$ cat src/rtl/ssx_pkg.sv
`timescale 1ns/1ps
package ssx_pkg;
    typedef enum logic [1:0] {
        ADDR_DATA = 2'd0,
        ADDR_CTRL = 2'd1,
        ADDR_STAT = 2'd2
    } ssx_addr_e;

    localparam int STAT_TXE  = 0;
    localparam int STAT_RXF  = 1;
    localparam int STAT_TEND = 2;
    localparam int STAT_OVR  = 3;
endpackage

$ cat src/rtl/ssx_sck_gen.sv
`timescale 1ns/1ps
// Serial clock generator: toggles sck every (half_m1+1) cycles while run is high.
module ssx_sck_gen #(
    parameter int DIV_W = 8
) (
    input  logic             clk,
    input  logic             rst_n,
    input  logic             run,
    input  logic [DIV_W-1:0] half_m1,
    output logic             sck,
    output logic             rise,
    output logic             fall
);
    typedef struct packed {
        logic [DIV_W-1:0] cnt;
        logic             sck;
    } gen_t;

    gen_t q, d;
    logic tick;

    always_comb begin
        d    = q;
        tick = run && (q.cnt == half_m1);
        if (!run) begin
            d = '0;
        end else if (tick) begin
            d.cnt = '0;
            d.sck = ~q.sck;
        end else begin
            d.cnt = q.cnt + 1'b1;
        end
    end

    always_ff @(posedge clk or negedge rst_n) begin
        if (!rst_n) q <= '0;
        else        q <= d;
    end

    assign sck  = q.sck;
    assign rise = tick && !q.sck;
    assign fall = tick && q.sck;
endmodule

$ cat src/rtl/ssx_shifter.sv
`timescale 1ns/1ps
// Frame shifter: MSB first, output updated on falling ticks, input taken on rising ticks.
module ssx_shifter #(
    parameter int W = 8
) (
    input  logic         clk,
    input  logic         rst_n,
    input  logic         load,
    input  logic [W-1:0] load_data,
    input  logic         reload,
    input  logic [W-1:0] reload_data,
    input  logic         rise,
    input  logic         fall,
    input  logic         miso,
    output logic         mosi,
    output logic         frame_done,
    output logic [W-1:0] rx_byte
);
    localparam int CW = (W > 1) ? $clog2(W) : 1;
    localparam logic [CW-1:0] LAST = CW'(W - 1);

    typedef struct packed {
        logic [W-1:0]  tx_sr;
        logic [W-1:0]  rx_sr;
        logic [CW-1:0] cnt;
        logic          mosi;
    } sh_t;

    sh_t q, d;

    assign frame_done = rise && (q.cnt == LAST);
    assign rx_byte    = {q.rx_sr[W-2:0], miso};

    always_comb begin
        d = q;
        if (load) begin
            d.mosi  = load_data[W-1];
            d.tx_sr = load_data << 1;
            d.rx_sr = '0;
            d.cnt   = '0;
        end else begin
            if (rise) begin
                d.rx_sr = {q.rx_sr[W-2:0], miso};
                d.cnt   = frame_done ? '0 : q.cnt + 1'b1;
                if (reload) d.tx_sr = reload_data;
            end
            if (fall) begin
                d.mosi  = q.tx_sr[W-1];
                d.tx_sr = q.tx_sr << 1;
            end
        end
    end

    always_ff @(posedge clk or negedge rst_n) begin
        if (!rst_n) q <= '0;
        else        q <= d;
    end

    assign mosi = q.mosi;
endmodule

$ cat src/rtl/sync_serial_xcvr.sv
`timescale 1ns/1ps
// Master-mode full-duplex serial transceiver with a small register interface.
module sync_serial_xcvr
    import ssx_pkg::*;
#(
    parameter int W     = 8,
    parameter int DIV_W = 8
) (
    input  logic             clk,
    input  logic             rst_n,
    input  logic [DIV_W-1:0] clk_div,
    input  logic             reg_wr_en,
    input  logic             reg_rd_en,
    input  logic [1:0]       reg_addr,
    input  logic [W-1:0]     reg_wdata,
    output logic [W-1:0]     reg_rdata,
    output logic             sck,
    output logic             mosi,
    input  logic             miso
);
    typedef struct packed {
        logic [W-1:0] txd;
        logic [W-1:0] rxd;
        logic         tx_en;
        logic         rx_en;
        logic         tx_empty;
        logic         rx_full;
        logic         tx_end;
        logic         ovr;
        logic         busy;
        logic         stopping;
    } xc_t;

    xc_t q, d;

    logic         rise, fall, frame_done;
    logic [W-1:0] rx_byte;
    logic         wr_data, wr_ctrl, wr_stat, rd_data;
    logic         start, rx_take, ovr_next, cont, guard_ok;

    assign wr_data = reg_wr_en && (reg_addr == ADDR_DATA);
    assign wr_ctrl = reg_wr_en && (reg_addr == ADDR_CTRL);
    assign wr_stat = reg_wr_en && (reg_addr == ADDR_STAT);
    assign rd_data = reg_rd_en && (reg_addr == ADDR_DATA);

    assign start    = !q.busy && q.tx_en && !q.tx_empty && !q.ovr;
    assign rx_take  = frame_done && q.rx_en;
    assign ovr_next = q.ovr || (rx_take && q.rx_full);
    assign cont     = frame_done && !q.tx_empty && !ovr_next;
    assign guard_ok = !(reg_wdata[1:0] == 2'b11 && {q.rx_en, q.tx_en} != 2'b11)
                   || ({q.rx_en, q.tx_en} == 2'b00 && !q.tx_end && !q.rx_full && !q.ovr);

    always_comb begin
        d = q;
        if (start) begin
            d.busy     = 1'b1;
            d.tx_empty = 1'b1;
        end
        if (rd_data) d.rx_full = 1'b0;
        if (wr_stat) begin
            if (!reg_wdata[STAT_TEND]) d.tx_end = 1'b0;
            if (!reg_wdata[STAT_OVR])  d.ovr    = 1'b0;
        end
        if (frame_done) begin
            if (rx_take) begin
                if (q.rx_full) begin
                    d.ovr = 1'b1;
                end else begin
                    d.rxd     = rx_byte;
                    d.rx_full = 1'b1;
                end
            end
            if (cont) begin
                d.tx_empty = 1'b1;
            end else begin
                d.stopping = 1'b1;
                if (q.tx_empty) d.tx_end = 1'b1;
            end
        end
        if (fall && q.stopping) begin
            d.busy     = 1'b0;
            d.stopping = 1'b0;
        end
        if (wr_ctrl && guard_ok) begin
            d.tx_en = reg_wdata[0];
            d.rx_en = reg_wdata[1];
        end
        if (wr_data) begin
            d.txd      = reg_wdata;
            d.tx_empty = 1'b0;
        end
    end

    always_ff @(posedge clk or negedge rst_n) begin
        if (!rst_n) begin
            q          <= '0;
            q.tx_empty <= 1'b1;
        end else begin
            q <= d;
        end
    end

    always_comb begin
        case (reg_addr)
            ADDR_DATA: reg_rdata = q.rxd;
            ADDR_CTRL: reg_rdata = {{(W-2){1'b0}}, q.rx_en, q.tx_en};
            ADDR_STAT: reg_rdata = {{(W-4){1'b0}}, q.ovr, q.tx_end, q.rx_full, q.tx_empty};
            default:   reg_rdata = '0;
        endcase
    end

    ssx_sck_gen #(.DIV_W(DIV_W)) u_sck (
        .clk     (clk),
        .rst_n   (rst_n),
        .run     (q.busy),
        .half_m1 (clk_div),
        .sck     (sck),
        .rise    (rise),
        .fall    (fall)
    );

    ssx_shifter #(.W(W)) u_shift (
        .clk         (clk),
        .rst_n       (rst_n),
        .load        (start),
        .load_data   (q.txd),
        .reload      (cont),
        .reload_data (q.txd),
        .rise        (rise),
        .fall        (fall),
        .miso        (miso),
        .mosi        (mosi),
        .frame_done  (frame_done),
        .rx_byte     (rx_byte)
    );
endmodule

$ cat config.mk
export PLATFORM = sky130hd
export DESIGN_NAME = sync_serial_xcvr
export DESIGN_NICKNAME = d
export VERILOG_FILES = /design/src/rtl/ssx_pkg.sv /design/src/rtl/ssx_sck_gen.sv /design/src/rtl/ssx_shifter.sv /design/src/rtl/sync_serial_xcvr.sv
export SDC_FILE = /design/constraint.sdc
export NUM_CORES = 1
export LEC_CHECK = 0
export CAP_MARGIN = 25
export CORE_UTILIZATION = 50
export CTS_CLUSTER_DIAMETER = 120
export CTS_CLUSTER_SIZE = 10
export DETAILED_ROUTE_END_ITERATION = 10
export DONT_BUFFER_PORTS = 1
export GPL_TIMING_DRIVEN = 0
export SYNTH_ARGS = -nofsm -noshare
export SYNTH_HDL_FRONTEND = slang
export SYNTH_HIERARCHICAL = 1
export SYNTH_SLANG_ARGS = --single-unit
$ cat constraint.sdc
create_clock -name clk -period 7.2 [get_ports clk]
set_input_delay 1.44 -clock clk [delete_from_list [all_inputs] [get_ports clk]]
set_output_delay 1.44 -clock clk [all_outputs]
set_load 0.01 [all_outputs]
# ---- After elaboration in Yosys (flattened, before gate mapping)
# Cells that the tools add are included.
dict set report totals {
  wordCells 98
  mem_bits_ro 0
  regBits 52
  ramBits 0
  memories 0
  latchBits 0
  output_inout_bits 10
}
dict set report classes {
  order_cmp 0
  muxes 28
  n_mul 0
  add_sub_neg 2
  div_mod_pow 0
  n_eq_ne 8
  shifts 0
  bitwise 2
  n_reduce_logical 42
}
# operator n
set op_table {}
lappend op_table {{$mux W8} 3}
lappend op_table {{$pmux W8 S3} 1}
lappend op_table {{$logic_and A1 B1 Y1} 21}
lappend op_table {{$mux W20} 1}
lappend op_table {{$mux W19} 1}
lappend op_table {{$mux W1} 17}
lappend op_table {{$mux W9} 1}
lappend op_table {{$add A8 B1 Y8 const B} 1}
lappend op_table {{$eq A8 B8 Y1} 1}
lappend op_table {{$logic_not A1 Y1} 8}
lappend op_table {{$reduce_bool A2 Y1} 4}
lappend op_table {{$reduce_bool A3 Y1} 2}
lappend op_table {{$eq A2 B2 Y1 const B} 2}
lappend op_table {{$logic_not A2 Y1} 2}
lappend op_table {{$mux W2} 2}
lappend op_table {{$mux W4} 1}
lappend op_table {{$ne A2 B1 Y1 const B} 2}
lappend op_table {{$reduce_and A2 Y1} 2}
lappend op_table {{$add A3 B1 Y3 const B} 1}
lappend op_table {{$eq A3 B3 Y1 const B} 1}
lappend op_table {{$mux W3} 1}
lappend op_table {{$reduce_and A3 Y1} 1}
lappend op_table {{$eq A2 B1 Y1 const B} 1}
lappend op_table {{$logic_or A1 B1 Y1} 2}
lappend op_table {{other kinds (2)} 3}

# ---- Depth between registers and ports, before layout
dict set report logic_depth {
  depth_word 13
  mapped_depth 10
  ltp_nobuf 8
}

# ---- Cells and area by module
# The synthesis kept the hierarchy.
# module area_per_inst_um2 cells_per_inst instances seq_area_each_um2
set modules_own_cells {}
lappend modules_own_cells {sync_serial_xcvr 1163.6 85 1 601.8}
lappend modules_own_cells {ssx_shifter 1023.5 93 1 475.5}
lappend modules_own_cells {ssx_sck_gen 493.0 49 1 225.2}

# ---- Least setup slack after synthesis
# No wires, ideal clock.
dict set report synth_path {
  kind {input to register}
  start {in clk_div[4]}
  end {reg u_shift/q[15] in the netlist's numbering}
  cell_stages 10
  path_buffers 2
  slack_ns 3.439
  arrival_ns 3.627
  cell_sequence {xnor2_1 -> nand4_1 -> nor4b_1 -> buf_4 -> and2_1 -> and3_4 -> a211oi_4 -> buf_6 -> nand2_1 -> o21ai_0}
}
dict set report synth_via {
  elab_chain_len 11
  elab_cells_between_ends 16
  classes_between {1 x eq/ne; 2 x mux; 13 x reduce/logical}
}
# element line
set synth_lines {}
lappend synth_lines {{from (decl)} sync_serial_xcvr.sv:11} ;# input logic [DIV_W-1:0] clk_div,
lappend synth_lines {{$eq A8 B8 Y1 (*)} ssx_sck_gen.sv:24} ;# tick = run && (q.cnt == half_m1);
lappend synth_lines {{$logic_and A1 B1 Y1 (*)} ssx_sck_gen.sv:24}
lappend synth_lines {{$logic_and A1 B1 Y1 (*)} ssx_sck_gen.sv:41} ;# assign rise = tick && !q.sck;
lappend synth_lines {{named net rise} sync_serial_xcvr.sv:36} ;# logic rise, fall, frame_done;
lappend synth_lines {{$logic_and A1 B1 Y1 (*)} ssx_shifter.sv:31} ;# assign frame_done = rise && (q.cnt == LAST);
lappend synth_lines {{named net frame_done} sync_serial_xcvr.sv:36}
lappend synth_lines {{$logic_and A1 B1 Y1} sync_serial_xcvr.sv:47} ;# assign rx_take = frame_done && q.rx_en;
lappend synth_lines {{$logic_and A1 B1 Y1} sync_serial_xcvr.sv:48} ;# assign ovr_next = q.ovr || (rx_take && q.rx_full);
lappend synth_lines {{$logic_or A1 B1 Y1} sync_serial_xcvr.sv:48}
lappend synth_lines {{$logic_not A1 Y1} sync_serial_xcvr.sv:49} ;# assign cont = frame_done && !q.tx_empty && !ovr_next;
lappend synth_lines {{$logic_and A1 B1 Y1 (*)} sync_serial_xcvr.sv:49}
lappend synth_lines {{named net cont} sync_serial_xcvr.sv:39} ;# logic start, rx_take, ovr_next, cont, guard_ok;
lappend synth_lines {{$reduce_bool A3 Y1 (no line) (*)} -}
lappend synth_lines {{$reduce_and A2 Y1 (no line) (*)} -}
lappend synth_lines {{to (signal assigned)} ssx_shifter.sv:55} ;# if (!rst_n) q <= '0;
lappend synth_lines {{to (signal assigned)} ssx_shifter.sv:56} ;# else q <= d;
lappend synth_lines {{to (decl)} ssx_shifter.sv:29} ;# sh_t q, d;
# The timed path passes the listed nets; every way through them passes the cells marked *.
# A chain may end at the register's enable or synchronous reset.

# ---- Worst setup path in the final report
dict set report layout_path {
  start {in reg_addr[0]}
  end {out reg_rdata[1]}
}
dict set report layout_via {
  elab_chain_len 2
  elab_cells_between_ends 4
  classes_between {2 x eq/ne; 1 x mux; 1 x reduce/logical}
}
# element line
set layout_lines {}
lappend layout_lines {{from (decl)} sync_serial_xcvr.sv:14} ;# input logic [1:0] reg_addr,
lappend layout_lines {{$eq A2 B2 Y1 (tied with other cells)} sync_serial_xcvr.sv:104} ;# case (reg_addr)
lappend layout_lines {{$pmux W8 S3 (*)} sync_serial_xcvr.sv:104}
lappend layout_lines {{to (decl)} sync_serial_xcvr.sv:16} ;# output logic [W-1:0] reg_rdata,
# Mark *: on every way between the ends. The rest lies on a longest branch, timed or not.

==> flow_summary.yaml <==
critical_path:
  r2r-end: "u_shift/q[13]"
  crit_type: "input pin to primary output"
  critPathMaxFanout: 7
  endpoint: "reg_rdata[1]"
  ff2ff_setup_slack_ns: 4.52
  rr_worst_depth: 11
  critical_path.cell_chain: "buf_6, and2b_1, nand2_1, o21ai_0"
  start_kind: "input pin"
  end_kind: "primary output"
  cpPeakStageDelay_ns: 0.25
  path_delay_family: "simple AND/OR/NAND/NOR gates"
  crit_cells: 4
  cp.required_ns: 5.76
  cp_slowest_cell: "and2b_1"
  path_buf_inv: 1
  critPathLaunch: "reg_addr[0]"
  reg2reg_from: "u_sck/q[6]"
  cp_data_arrival_time_ns: 2.04
synth:
  synthArstFlopShare: 1.000
  synth_top_area_frac: 0.4762
  synth_ff_type: "dfrtp_1"
  yosysTopAreaCell: "dfrtp_1"
  synth_warnings: 6
  syn_nets: 253
  synth-edff-count: 0
  ys_ff_latch: 52
  postSynthAreaPerCell_um2: 11.81
  yosys-top-cells-count: "51 x dfrtp_1, 24 x mux2i_1, 21 x nor2_1"
  yosysSeqAreaShare: 0.4860
  postSynthCellCount: 227
  synth_area_leaders: "dfrtp_1 48%, mux2i_1 9.0%, mux2_2 6.3%"
  ys_types: 41
  yosysMostFrequentCell: "dfrtp_1"
  syn-cell-area_um2: 2680
global_route:
  antenna_found_initial: 0
  grt_busiest_layer: "met2"
  grt_pass1_wl_um: 7514
  track_usage: 0.1791
  met2_usage: 0.3083
  grtUsageMet1: 0.2219
  grt_pass1_vias: 1627
  grt_max_degree: 53
  met3_usage: 0.04953
  grt_remaining_overflow: 0
sta:
  maxSlewHeadroom: 0.5900
  setup_violations: 0
  finalMaxSlewViolations: 0
  fin_skew_ns: 0.01268
  worst_pin_slew_ns: 0.6099
  timing.hold.ws_ns: 0.4598
  tns_ns: 0
  final.min_clock_period_ns: 3.481
  fmax_mhz: 287.2
  rsz0062_at_grt: "false"
  finalCritPeriodShare: 0.4835
  finalHoldViolations: 0
power:
  power_leakage_nw: 1.356
  p_total_mw: 0.7599
  p_per_area_nw_per_um2: 265.0
  worst_ir_drop_vdd_mv: 0.1543
cts:
  cts_resized: 0
  cts_tree: "built"
  htreeDepth: 2
  cts_setup_buffers: 0
  numCtsBuffers: 5
  path_clk_slew_ns: 0.09
  cts_root_buffer: "clkbuf_8"
  ctsHoldBuffers: 0
  clk_latency_ns: 0.31
  cts_buffer_depth: 2
  cts_sinks: 52
routing:
  totalWireLength_um: 4636
  drtIter0Drc: 69
  post_drt_wl_per_cell_um: 15.15
  vias_per_cell: 5.271
  ant_nets: 0
  routed-via-count: 1613
  drc_errors: 0
  dr.pass1.iters: 4
cells_and_area:
  final_cells: 306
  nets: 261
  antenna_cells: 0
  area_growth_syn_to_layout_pct: 7.003
  drive_above_1_share: 0.2415
run_status:
  outcome: "finished clean"
floorplanning:
  num_io_pins: 33
  die_h_um: 75.21
  die_w_um: 75.21
  start_util: 0.5214
  die-area_um2: 5657
  fp-row-count: 26
  coreArea_um2: 5140
place:
  port_buffers: 0
  dp.cells: 297
  hpwl_um: 3391
  place_congestion: 0.6927
flow_run:
  drv_cap: 0
worst_hold_path:
  min_path_type: "register to register"
## power by group
group | total (mW) | switching (mW) | internal, mW
registers | 0.426 | 0.0696 | 0.356
clock network | 0.171 | 0.100 | 0.0709
logic | 0.163 | 0.0726 | 0.0903
## registers in the layout (all words and copies together) (netlist names)
signal / cells
q: 24
u_sck/q: 8
u_sck/sck: 1
u_shift/mosi: 1
u_shift/q: 11
u_shift/rx_byte: 7
## layout by cell type, fill, tap and decap left out, types with 3 or more instances in the layout
| master | synthesis | layout |
|---|---|---|
| inv_1 | 5 | 5 |
| mux2i_1 | 24 | 24 |
| mux2_4 | 8 | 8 |
| and2_1 | 6 | 6 |
| o21ai_0 | 10 | 10 |
| dfrtp_1 | 51 | 51 |
| nand2_1 | 17 | 17 |
| mux2_2 | 15 | 15 |
| nor2_1 | 21 | 21 |
| xnor2_1 | 10 | 10 |
| buf_6 | 4 | 4 |
| xor2_1 | 4 | 4 |
| nand3b_1 | 4 | 4 |
| buf_4 | 10 | 10 |
| nand4_1 | 3 | 3 |
| a21oi_1 | 4 | 4 |
| clkbuf_8 | 0 | 5 |
| and3_1 | 3 | 3 |
| ha_1 | 3 | 3 |
## stage by stage
stage	instance area [µm²]	utilization	setup slack (ns)
2_1_floorplan	2680	-	3.439
3_3_place_gp	2768	0.5385	3.041
3_5_place_dp	2768	0.5385	2.949
4_1_cts	2863	0.5570	3.277
5_1_grt	2868	0.5579	3.623
6_report	2868	0.5579	3.719
## layer usage
layer | vias up | share of wire
met5 | - | 0
met4 | 0 | 0.010
met3 | 7 | 0.038
met2 | 16 | 0.52
met1 | 798 | 0.44
li1 | 792 | -
## logic make-up after synthesis
logic type,after synthesis,synth area share
xor+xnor,14,0.04575
buf+inv,20,0.05369
mux,47,0.1975
compound gates,23,0.05789
fa+ha+maj,3,0.01401
simple gates,68,0.1452
flops,52,0.4860
## worst register-to-register path, stage by stage (launching register included)
cell and delay, ns:
dfrtp_1 0.44, xnor2_1 0.16, nand4_1 0.20, nor4b_1 0.34
clkbuf_2 0.23, buf_4 0.23, and2_1 0.29, and3_4 0.27
a211oi_4 0.08, buf_6 0.17, nand2_1 0.07, o21ai_0 0.09
## worst min path at each step
| stage | from | endpoint | slack, ns | depth (start not counted) |
|---|---|---|---|---|
| 2_1_floorplan | q[0] | q[1] | 0.42 | 1 |
| 3_3_place_gp | q[0] | q[1] | 0.43 | 1 |
| 3_5_place_dp | q[0] | q[1] | 0.45 | 1 |
| 4_1_cts | q[0] | q[1] | 0.47 | 1 |
| 5_1_grt | q[0] | q[1] | 0.49 | 1 |
| 6_report | q[0] | q[1] | 0.46 | 1 |
## layout make-up
cell class / instances / area [µm²]
inverters: 5 / 18.77
well taps: 70 / 87.58
fillers: 469 / 2272
plain buffers: 15 / 125.1
clock buffers: 5 / 68.82
clock inverters: 3 / 26.28
repair buffers: 1 / 5.005
flip-flops and latches: 52 / 1303
multi-input cells: 155 / 1234
Power figures use the tool's default switching activity.
